**config.mk**
```make
export PLATFORM = sky130hd
export DESIGN_NAME = lsfu_core
export DESIGN_NICKNAME = d
export VERILOG_FILES = /design/src/rtl/lsfu_pkg.sv /design/src/rtl/lsfu_adder.sv /design/src/rtl/lsfu_seq.sv /design/src/rtl/lsfu_dpath.sv /design/src/rtl/lsfu_core.sv
export SDC_FILE = /design/constraint.sdc
export NUM_CORES = 1
export LEC_CHECK = 0
export BUFFER_PORTS_ARGS = -buffer_cell sky130_fd_sc_hd__buf_2
export CORE_ASPECT_RATIO = 0.8
export CORE_MARGIN = 4
export CORE_UTILIZATION = 30
export CTS_CLUSTER_SIZE = 20
export DETAILED_ROUTE_END_ITERATION = 8
export GPL_ROUTABILITY_DRIVEN = 0
export PLACE_DENSITY = 0.56
export SLEW_MARGIN = 20
export SYNTH_ARGS = -nofsm -noshare
export SYNTH_HDL_FRONTEND = slang
export SYNTH_SLANG_ARGS = --single-unit
```
**constraint.sdc**
```tcl
create_clock -name clk -period 41.9 [get_ports clk]
set_input_delay 4.19 -clock clk [delete_from_list [all_inputs] [get_ports clk]]
set_output_delay 4.19 -clock clk [all_outputs]
set_load 0.005 [all_outputs]
```
**src/rtl/lsfu_pkg.sv**
```systemverilog
package lsfu_pkg;

    typedef enum logic [1:0] {
        OP_LOAD  = 2'b00,
        OP_STORE = 2'b01,
        OP_ADD   = 2'b10,
        OP_SUB   = 2'b11
    } lsfu_op_e;

    typedef enum logic [2:0] {
        ST_IDLE,
        ST_OPREAD,
        ST_ADDR,
        ST_BUSDRV,
        ST_WBACK
    } lsfu_state_e;

    function automatic logic op_is_mem(input lsfu_op_e op);
        return (op == OP_LOAD) || (op == OP_STORE);
    endfunction

endpackage

```
**src/rtl/lsfu_adder.sv**
```systemverilog
module lsfu_adder #(
    parameter int DATA_W = 32
) (
    input  logic [DATA_W-1:0] a,
    input  logic [DATA_W-1:0] b,
    input  logic              sub,
    output logic [DATA_W-1:0] sum
);
    logic [DATA_W-1:0] b_eff;
    logic [DATA_W:0]   carry;

    assign b_eff    = b ^ {DATA_W{sub}};
    assign carry[0] = sub;

    for (genvar i = 0; i < DATA_W; i++) begin : g_bit
        assign sum[i]     = a[i] ^ b_eff[i] ^ carry[i];
        assign carry[i+1] = (a[i] & b_eff[i]) | (carry[i] & (a[i] ^ b_eff[i]));
    end

    logic carry_out_unused;
    assign carry_out_unused = carry[DATA_W];
endmodule

```
**src/rtl/lsfu_seq.sv**
```systemverilog
module lsfu_seq
    import lsfu_pkg::*;
(
    input  logic        clk,
    input  logic        rst,
    input  logic        issue_valid,
    input  logic [1:0]  issue_op,
    input  logic        read_grant,
    input  logic        mem_ack,
    input  logic        write_grant,
    output lsfu_op_e    op_q,
    output logic        busy,
    output logic        go_read,
    output logic        go_write,
    output logic        mem_req,
    output logic        mem_we,
    output logic        opnd_load,
    output logic        sum_load,
    output logic        rdata_load
);
    lsfu_state_e state, nxt;
    logic        accept;

    assign accept = (state == ST_IDLE) && issue_valid;

    always_ff @(posedge clk) begin
        if (rst) begin
            state <= ST_IDLE;
            op_q  <= OP_LOAD;
        end else begin
            state <= nxt;
            if (accept) op_q <= lsfu_op_e'(issue_op);
        end
    end

    always_comb begin
        nxt        = state;
        busy       = 1'b1;
        go_read    = 1'b0;
        go_write   = 1'b0;
        mem_req    = 1'b0;
        mem_we     = 1'b0;
        opnd_load  = 1'b0;
        sum_load   = 1'b0;
        rdata_load = 1'b0;
        unique case (state)
            ST_IDLE: begin
                busy = 1'b0;
                if (issue_valid) nxt = ST_OPREAD;
            end
            ST_OPREAD: begin
                go_read = 1'b1;
                if (read_grant) begin
                    opnd_load = 1'b1;
                    nxt       = ST_ADDR;
                end
            end
            ST_ADDR: begin
                sum_load = 1'b1;
                nxt      = op_is_mem(op_q) ? ST_BUSDRV : ST_WBACK;
            end
            ST_BUSDRV: begin
                mem_req = 1'b1;
                mem_we  = (op_q == OP_STORE);
                if (mem_ack) begin
                    rdata_load = (op_q == OP_LOAD);
                    nxt        = (op_q == OP_STORE) ? ST_IDLE : ST_WBACK;
                end
            end
            ST_WBACK: begin
                go_write = 1'b1;
                if (write_grant) nxt = ST_IDLE;
            end
            default: nxt = ST_IDLE;
        endcase
    end

    // read request holds until granted
    p_read_hold_r2: assert property (@(posedge clk) disable iff (rst)
        go_read && !read_grant |=> go_read);

    // arithmetic operations never reach the bus
    p_alu_no_bus_r7: assert property (@(posedge clk) disable iff (rst)
        mem_req |-> op_is_mem(op_q));

    // write request holds until granted
    p_write_hold_r8: assert property (@(posedge clk) disable iff (rst)
        go_write && !write_grant |=> go_write);

    // issue while busy leaves the latched operation alone
    p_issue_ignored_r10: assert property (@(posedge clk) disable iff (rst)
        busy && issue_valid |=> $stable(op_q));
endmodule

```
**src/rtl/lsfu_dpath.sv**
```systemverilog
module lsfu_dpath
    import lsfu_pkg::*;
#(
    parameter int DATA_W = 32
) (
    input  logic              clk,
    input  logic              rst,
    input  lsfu_op_e          op_q,
    input  logic              opnd_load,
    input  logic              sum_load,
    input  logic              rdata_load,
    input  logic [DATA_W-1:0] opnd_a,
    input  logic [DATA_W-1:0] opnd_b,
    input  logic [DATA_W-1:0] opnd_c,
    input  logic [DATA_W-1:0] mem_rdata,
    output logic [DATA_W-1:0] res_q,
    output logic [DATA_W-1:0] c_q
);
    logic [DATA_W-1:0] a_q, b_q, sum;

    lsfu_adder #(.DATA_W(DATA_W)) u_adder (
        .a   (a_q),
        .b   (b_q),
        .sub (op_q == OP_SUB),
        .sum (sum)
    );

    always_ff @(posedge clk) begin
        if (rst) begin
            a_q   <= '0;
            b_q   <= '0;
            c_q   <= '0;
            res_q <= '0;
        end else begin
            if (opnd_load) begin
                a_q <= opnd_a;
                b_q <= opnd_b;
                c_q <= opnd_c;
            end
            if (sum_load)        res_q <= sum;
            else if (rdata_load) res_q <= mem_rdata;
        end
    end
endmodule

```
**src/rtl/lsfu_core.sv**
```systemverilog
module lsfu_core
    import lsfu_pkg::*;
#(
    parameter int DATA_W = 32
) (
    input  logic              clk,
    input  logic              rst,
    input  logic              issue_valid,
    input  logic [1:0]        issue_op,
    output logic              busy,
    output logic              go_read,
    input  logic              read_grant,
    input  logic [DATA_W-1:0] opnd_a,
    input  logic [DATA_W-1:0] opnd_b,
    input  logic [DATA_W-1:0] opnd_c,
    output logic              mem_req,
    output logic              mem_we,
    output logic [DATA_W-1:0] mem_addr,
    output logic [DATA_W-1:0] mem_wdata,
    input  logic              mem_ack,
    input  logic [DATA_W-1:0] mem_rdata,
    output logic              go_write,
    input  logic              write_grant,
    output logic [DATA_W-1:0] result
);
    lsfu_op_e          op_q;
    logic              opnd_load, sum_load, rdata_load;
    logic [DATA_W-1:0] res_q, c_q;

    lsfu_seq u_seq (
        .clk         (clk),
        .rst         (rst),
        .issue_valid (issue_valid),
        .issue_op    (issue_op),
        .read_grant  (read_grant),
        .mem_ack     (mem_ack),
        .write_grant (write_grant),
        .op_q        (op_q),
        .busy        (busy),
        .go_read     (go_read),
        .go_write    (go_write),
        .mem_req     (mem_req),
        .mem_we      (mem_we),
        .opnd_load   (opnd_load),
        .sum_load    (sum_load),
        .rdata_load  (rdata_load)
    );

    lsfu_dpath #(.DATA_W(DATA_W)) u_dpath (
        .clk        (clk),
        .rst        (rst),
        .op_q       (op_q),
        .opnd_load  (opnd_load),
        .sum_load   (sum_load),
        .rdata_load (rdata_load),
        .opnd_a     (opnd_a),
        .opnd_b     (opnd_b),
        .opnd_c     (opnd_c),
        .mem_rdata  (mem_rdata),
        .res_q      (res_q),
        .c_q        (c_q)
    );

    // One register carries the address during the bus phase and the result afterwards
    assign mem_addr  = res_q;
    assign mem_wdata = c_q;
    assign result    = res_q;

    // accepted issue makes the unit busy and requests operands
    p_issue_busy_r1: assert property (@(posedge clk) disable iff (rst)
        !busy && issue_valid |=> busy && go_read);

    // bus request and its fields hold until acknowledge
    p_bus_hold_r4: assert property (@(posedge clk) disable iff (rst)
        mem_req && !mem_ack |=> mem_req && $stable(mem_addr)
                                && $stable(mem_we) && $stable(mem_wdata));

    // acknowledged store ends without write-back
    p_store_no_wb_r6: assert property (@(posedge clk) disable iff (rst)
        mem_req && mem_we && mem_ack |=> !busy && !go_write);

    // result stays put while waiting for write grant
    p_result_hold_r8: assert property (@(posedge clk) disable iff (rst)
        go_write && !write_grant |=> $stable(result));

    // reset clears the unit
    p_reset_clears_r11: assert property (@(posedge clk)
        rst |=> !busy && !go_read && !go_write && !mem_req);
endmodule

```
==> results of run 1 <==
-- stage by stage --
step                      utilization [%]  power, W  cell area (um^2)  hold slack (ns)
after floorplan                         -  0.000240              6350            0.436
after global placement               35.8  0.000273              7420            0.440
after detailed placement             35.8  0.000274              7420            0.443
after CTS                            38.3  0.000410              7960            0.452
after global routing                 38.4  0.000432              7970            0.465
final                                38.4  0.000404              7970            0.449
-- power breakdown --
group / switching [W] / internal, W / total [W]
combinational: 0.0000654 / 0.0000432 / 0.000109
sequential: 0.0000152 / 0.000146 / 0.000161
clock: 0.0000588 / 0.0000757 / 0.000134
total: 0.000139 / 0.000265 / 0.000404
-- Yosys cell counts, drive strengths merged --
cell,number,area share [%]
a211o,1,0.14
a211oi,26,3.9
a21o,1,0.12
a21oi,110,8.7
a221oi,1,0.14
a311oi,1,0.14
and2,2,0.20
buf,60,6.4
clkbuf,27,1.6
dfxtp,133,42
fa,30,9.5
inv,34,2.0
mux2i,1,0.16
nand2,212,13
nand2b,2,0.20
nand3,2,0.16
nand3b,1,0.12
nor2,50,3.0
nor2b,2,0.20
nor3,26,2.0
nor3b,4,0.63
nor4b,1,0.14
o211ai,6,0.71
o21ai,2,0.16
o41ai,1,0.14
or3b,3,0.41
xnor2,2,0.28
xnor3,1,0.35
xor2,30,4.1
-- final cells by class --
class,count,area share [%]
clock buffers,17,5.34
inverters,34,1.60
repair buffers,241,15.3
flip-flops and latches,133,33.4
well taps,269,4.22
diodes,2,0.0628
clock inverters,15,1.37
multi-input cells,518,38.7
-- sequential cells by signal (all words and copies together) (netlist names) --
signal / flops
u_seq.state: 3
u_dpath.res_q: 32
u_dpath.a_q: 32
u_seq.op_q: 2
u_dpath.b_q: 32
u_dpath.c_q: 32
-- worst reg2reg max path, delay by kind of cell, from the launching register on --
family / cells / cell delay, ns
AOI/OAI and AO/OA: 1 / 0.14
xor gates and xnor gates: 3 / 0.57
adders and majority gates: 30 / 12.61
buffers and inverters: 3 / 0.59
DFF: 1 / 0.36
and+or+nand+nor: 2 / 0.21
-- layer usage --
layer  track usage, %  wire [um]  part of all wire [%]
met1             21.7       8990                    49
met2             22.7       7980                    43
met3             5.17       1190                   6.5
met4             3.66        184                   1.0
met5                0         53                  0.29
-- worst max path at each step --
stage                        from                 to  slack (ns)
finish              u_seq.op_q[1]  u_dpath.res_q[31]       27.33
global route        u_seq.op_q[1]  u_dpath.res_q[31]       26.70
CTS                 u_seq.op_q[1]  u_dpath.res_q[31]       27.17
detailed placement  u_seq.op_q[1]  u_dpath.res_q[31]       27.23
global placement    u_seq.op_q[1]  u_dpath.res_q[31]       27.35
floorplan           u_seq.op_q[1]  u_dpath.res_q[31]       27.92
-- kinds of logic after synthesis --
kind of cell / count (synthesis)
simple gates: 305
fa+ha+maj: 30
buf+inv: 121
mux: 1
flops: 133
compound gates: 149
xor+xnor: 33
==> out/metrics.csv, run 1 <==
metric,value,unit
netlist area before placement,6350,um^2
most repeated library cell on the critical path,sky130_fd_sc_hd__fa_1,
multiplexer fraction of the synthesized cell area,0.158,%
CTS H-tree depth,4,
count of unresolved DRC violations after routing,0,
maximum number of pins on one net before global-route repair,97,
launching element type of the critical path,register,
total of endpoints with negative setup slack in the final report,0,
most frequent standard cell in the layout excluding fill and tap cells,sky130_fd_sc_hd__buf_2,
flip-flop and latch count after synthesis,133,
placement-stage worst setup slack,27.23,ns
Vias,5446,
effective utilization at floorplan,30.6,%
worst path arrival time,14.90,ns
row count,47,
TritonCTS clock tree,done,
slew of the pin with the lowest slew margin,1.02,ns
post-synthesis average cell area,8.23,um^2
launch instance of the worst register-to-register path,u_seq.op_q[1],
number of cells after detailed placement,1195,
number of buffers inserted by port buffering,236,
post-synthesis share of cell area spent on xor and xnor gates,4.77,%
Clk Tree Root Cell,sky130_fd_sc_hd__clkbuf_16,
Syn Nets,938,
unrepaired setup endpoints after global routing,false,
max-slew violation total from the final report,0,
routed wire length,18400,um
DRT Pass-1 Iters,4,
Max-cap violations,0,
worst-path fanout max,32,
filler cell count in the final layout,2238,
wire length of the first global-routing pass,28800,um
total clock sinks,133,
cell family contributing the most delay on the critical path,adder cells,
Layout area overhead,25.5,%
post-DR vias/cell,4.43,
post-synth cell types,35,
final worst-path cycle share,34.8,%
hold path startpoint,u_dpath.c_q[2],
Die X,171,um
total leakage power,3.16,nW
Setup crit end kind,register,
tightest slew margin relative to the limit,31.8,%
count of final hold-check violations,0,
DR WL/cell,15.0,um
number of buffers created by CTS,17,
Min-Delay Endpoint,u_dpath.c_q[2],
fraction of final layout cells with drive strength greater than 1,30.3,%
Max Buffers Root-to-Sink,2,
clock latency of the later-clocked register in the worst-skew pair,0.42,ns
cells resized by post-CTS repair,0,
die extent in y,138,um
final setup skew,0.0161,ns
clock transition at the registers of the reported paths,0.06,ns
post-route worst setup slack,27.33,ns
P per Cell Area,50.7,nW/um^2
Peak VDD IR,0.0372,mV
footprint of the flip-flops and latches,2660,um^2
sequential area share after synthesis,41.9,%
total gr overflow,0,
fin crit period,14.57,ns
multi-input combinational cell area,3080,um^2
Antenna Violating Nets Remaining,0,
overall global routing resource usage,15.3,%
half-perimeter wire length after detailed placement,12900,um
cell depth of the worst setup path,39,
Synth Area in Simple Gates,19.6,%
CTS Hold Bufs,0,
status,"complete, no violations",
maximum clock frequency,0.0686,GHz
Reg-to-Reg End,u_dpath.res_q[31],
I/O pins,237,
"non-filler cells, final",1229,
die area,23600,um^2
Worst Hold Path Cells,2,
number of DRC markers in iteration 0,215,
start-to-end type of the worst setup path,register to register,
number of cell instances on the worst register-to-register path,39,
combinational family with the most area after synthesis,simple AND/OR/NAND/NOR gates,
largest stage delay on the critical path,0.47,ns
Yosys warnings,0,
net total in the final layout,1111,
number of global-route vias before repair,5374,
antenna violations before repair,5,
worst min path class,register to register,
gate count of the mapped netlist,772,
compound-cell area share of the yosys netlist,14.1,%
setup total negative slack,0,ns
required time at the worst-slack endpoint,42.23,ns
synthesized-area fraction occupied by adder cells,9.46,%
number of post-CTS setup repair buffers,0,
Core Box Area,20800,um^2
worst-case register-to-register setup slack,27.33,ns
"commonest cells after routing, fill and taps aside","sky130_fd_sc_hd__buf_2 (235), sky130_fd_sc_hd__nand2_1 (210), sky130_fd_sc_hd__dfxtp_1 (133), sky130_fd_sc_hd__a21oi_1 (109), sky130_fd_sc_hd__nor2_1 (50)",
number of buffers and inverters on the critical path,3,
slowest cell on the critical path,sky130_fd_sc_hd__fa_1,
(Power assumes the default switching activity.)
==> run 2: changes to the inputs <==
--- a/config.mk
+++ b/config.mk
@@ -5,6 +5,7 @@
 export SDC_FILE = /design/constraint.sdc
 export NUM_CORES = 1
 export LEC_CHECK = 0
+export ABC_AREA = 1
 export BUFFER_PORTS_ARGS = -buffer_cell sky130_fd_sc_hd__buf_2
 export CORE_ASPECT_RATIO = 0.8
 export CORE_MARGIN = 4
==> constraint.sdc (replaced) <==
create_clock -name clk -period 13.7 [get_ports clk]
set_input_delay 1.37 -clock clk [delete_from_list [all_inputs] [get_ports clk]]
set_output_delay 1.37 -clock clk [all_outputs]
set_load 0.005 [all_outputs]
==> run 2 against run 1 <==
First-iteration DRC count up 58%; global-route usage fell by 0.63 points; register-to-register slack got worse by 27 ns; cell count increased by 2.7%; sequential share of layout area down 0.35 points; largest power group unchanged; highest routed layer unchanged.
==> out/metrics.csv, run 2 <==
metric,value,unit
"commonest cells after routing, fill and taps aside","sky130_fd_sc_hd__buf_2 (236), sky130_fd_sc_hd__nor2_1 (195), sky130_fd_sc_hd__o21ai_0 (149), sky130_fd_sc_hd__dfxtp_1 (132), sky130_fd_sc_hd__nand2_1 (57)",
number of post-CTS setup repair buffers,0,
worst min path class,register to register,
overall global routing resource usage,14.7,%
TritonCTS clock tree,done,
sequential area share after synthesis,42.3,%
Max Buffers Root-to-Sink,2,
clock transition at the registers of the reported paths,0.06,ns
Yosys top cell area share,42.3,%
die extent in y,138,um
post-synth cell types,26,
DRT Pass-1 Iters,5,
Antenna Violating Nets Remaining,0,
number of buffers inserted by port buffering,236,
antenna violations before repair,4,
main area contributors after synthesis,"sky130_fd_sc_hd__dfxtp_1 (42%), sky130_fd_sc_hd__o21ai_0 (12%), sky130_fd_sc_hd__nor2_1 (12%)",
most frequent standard cell in the layout excluding fill and tap cells,sky130_fd_sc_hd__buf_2,
Die X,170,um
Peak VDD IR,0.0760,mV
met2 global-route usage,22.5,%
Core Box Area,20600,um^2
row count,47,
gate count of the mapped netlist,795,
total leakage power,3.75,nW
status,"complete, no violations",
slew of the pin with the lowest slew margin,0.925,ns
number of cells after detailed placement,1229,
count of unresolved DRC violations after routing,0,
dominant register cell in the synthesized netlist,sky130_fd_sc_hd__dfxtp_1,
placement-stage worst setup slack,-0.373,ns
Max-cap violations,0,
fraction of final layout cells with drive strength greater than 1,30.9,%
routed wire length,17600,um
number of buffers created by CTS,17,
post-synthesis average cell area,7.92,um^2
slowest cell on the critical path,sky130_fd_sc_hd__fa_1,
"final std cell area, no fill",8060,um^2
die area,23400,um^2
Setup crit end kind,register,
number of global-route vias before repair,5271,
number of DRC markers in iteration 0,339,
commonest cells in the synthesized netlist,"sky130_fd_sc_hd__nor2_1 (195), sky130_fd_sc_hd__o21ai_0 (149), sky130_fd_sc_hd__dfxtp_1 (133)",
fin crit period,13.15,ns
most common cell in the netlist,sky130_fd_sc_hd__nor2_1,
DR WL/cell,14.0,um
effective utilization at floorplan,30.5,%
final worst-path cycle share,96.0,%
most congested layer reported by global routing,met2,
Vias,5538,
I/O pins,237,
total clock sinks,133,
"area leader, netlist",sky130_fd_sc_hd__dfxtp_1,
P per Cell Area,168,nW/um^2
met3 layer usage reported by global route,5.39,%
final hold slack,0.476,ns
launching element type of the critical path,register,
post-route worst setup slack,0.553,ns
flip-flop and latch count after synthesis,133,
Syn Nets,961,
required time at the worst-slack endpoint,14.04,ns
worst path arrival time,13.49,ns
max-slew violation total from the final report,0,
total of endpoints with negative setup slack in the final report,0,
net total in the final layout,1145,
Placed Instance Area,7390,um^2
worst-path fanout max,4,
CTS Hold Bufs,0,
wire length of the first global-routing pass,27300,um
final setup skew,0.00839,ns
count of final hold-check violations,0,
half-perimeter wire length after detailed placement,12600,um
tightest slew margin relative to the limit,38.3,%
number of flops mapped to enable cells by yosys,0,
Clk Tree Root Cell,sky130_fd_sc_hd__clkbuf_16,
total gr overflow,0,
clock latency of the later-clocked register in the worst-skew pair,0.41,ns
Yosys warnings,0,
post-DR vias/cell,4.39,
start-to-end type of the worst setup path,register to register,
global-route met1 utilization,19.6,%
CTS H-tree depth,4,
"non-filler cells, final",1262,
largest stage delay on the critical path,0.44,ns
Layout area overhead,28.0,%
fraction of synthesis flops using an asynchronous set or reset pin,0,%
unrepaired setup endpoints after global routing,false,
netlist area before placement,6290,um^2
maximum clock frequency,0.0761,GHz
filler cell count in the final layout,2141,
maximum number of pins on one net before global-route repair,97,
-- run 2: cell types whose count changed after synthesis, moves of 14 or more --
cell and change:
sky130_fd_sc_hd__o21ai_1 +14, sky130_fd_sc_hd__nor3_1 -24, sky130_fd_sc_hd__a211oi_1 -16, sky130_fd_sc_hd__a21oi_1 -70, sky130_fd_sc_hd__nor2_1 +145, sky130_fd_sc_hd__o21ai_0 +147
sky130_fd_sc_hd__nand2_1 -154
-- run 2: report_power, final --
group | total (W) | switching, W | internal, W
logic | 0.000365 | 0.000219 | 0.000146
registers | 0.000508 | 0.0000421 | 0.000465
clock network | 0.000479 | 0.000171 | 0.000308
-- run 2: metal layers --
| layer | wire length (um) | vias to the layer above |
|---|---|---|
| met4 | 159 | 6 |
| met5 | 41 | - |
| met3 | 1610 | 17 |
| li1 | - | 2861 |
| met1 | 7980 | 2466 |
| met2 | 7850 | 188 |
-- run 2: metrics by stage --
step | total power (W) | TNS (ns) | utilization [%]
after floorplan | 0.000770 | 0 | -
after global placement | 0.000880 | -0.532 | 35.8
after detailed placement | 0.000886 | -0.688 | 35.8
after CTS | 0.00138 | 0 | 38.9
after global routing | 0.00145 | 0 | 39.0
final | 0.00135 | 0 | 39.0
-- run 2: path summary, 6_finish.rpt --
path | from | endpoint | slack [ns] | depth (start not counted)
worst min register to register | u_dpath.a_q[22] | u_dpath.a_q[22] | 0.48 | 2
worst max-delay path | u_seq.op_q[0] | u_dpath.res_q[31] | 0.55 | 42
worst max register to register | u_seq.op_q[0] | u_dpath.res_q[31] | 0.55 | 42
worst min-delay path | u_dpath.a_q[22] | u_dpath.a_q[22] | 0.48 | 2
-- run 2: worst max-delay path, delay by kind of cell, from the launching register on --
| kind | cells | cell delay (ns) |
|---|---|---|
| adders and majority gates | 30 | 11.83 |
| and+or+nand+nor | 7 | 0.49 |
| DFF | 1 | 0.34 |
| AOI/OAI and AO/OA | 2 | 0.24 |
| buffers and inverters | 3 | 0.20 |
-- run 2: timing repair --
action | in CTS | in global routing
gates cloned | 0 | 0
setup endpoints to repair | 2 | 2
gates resized for setup | 8 | 7
-- run 2: cell type report --
cell class,count,area (um^2),share of cell area (%)
timing repair buffer,246,1260,15.6
inverter,50,191,2.38
sequential,133,2660,33.1
clock buffer,18,439,5.45
multi-input combinational,531,2980,37.0
clock inverter,13,181,2.25
tap,269,337,4.18
antenna,2,5.00,0.0621
-- run 2: cells by family (layout without fill, tap and decap cells) --
logic type / Yosys count / count (layout) / synth area share, %
compound gates: 202 / 202 / 16.1
xor+xnor: 30 / 30 / 4.17
fa+ha+maj: 30 / 30 / 9.54
buf+inv: 131 / 327 / 10.9
flops: 133 / 133 / 42.3
other cells: 0 / 2 / 0
simple gates: 269 / 269 / 17.0
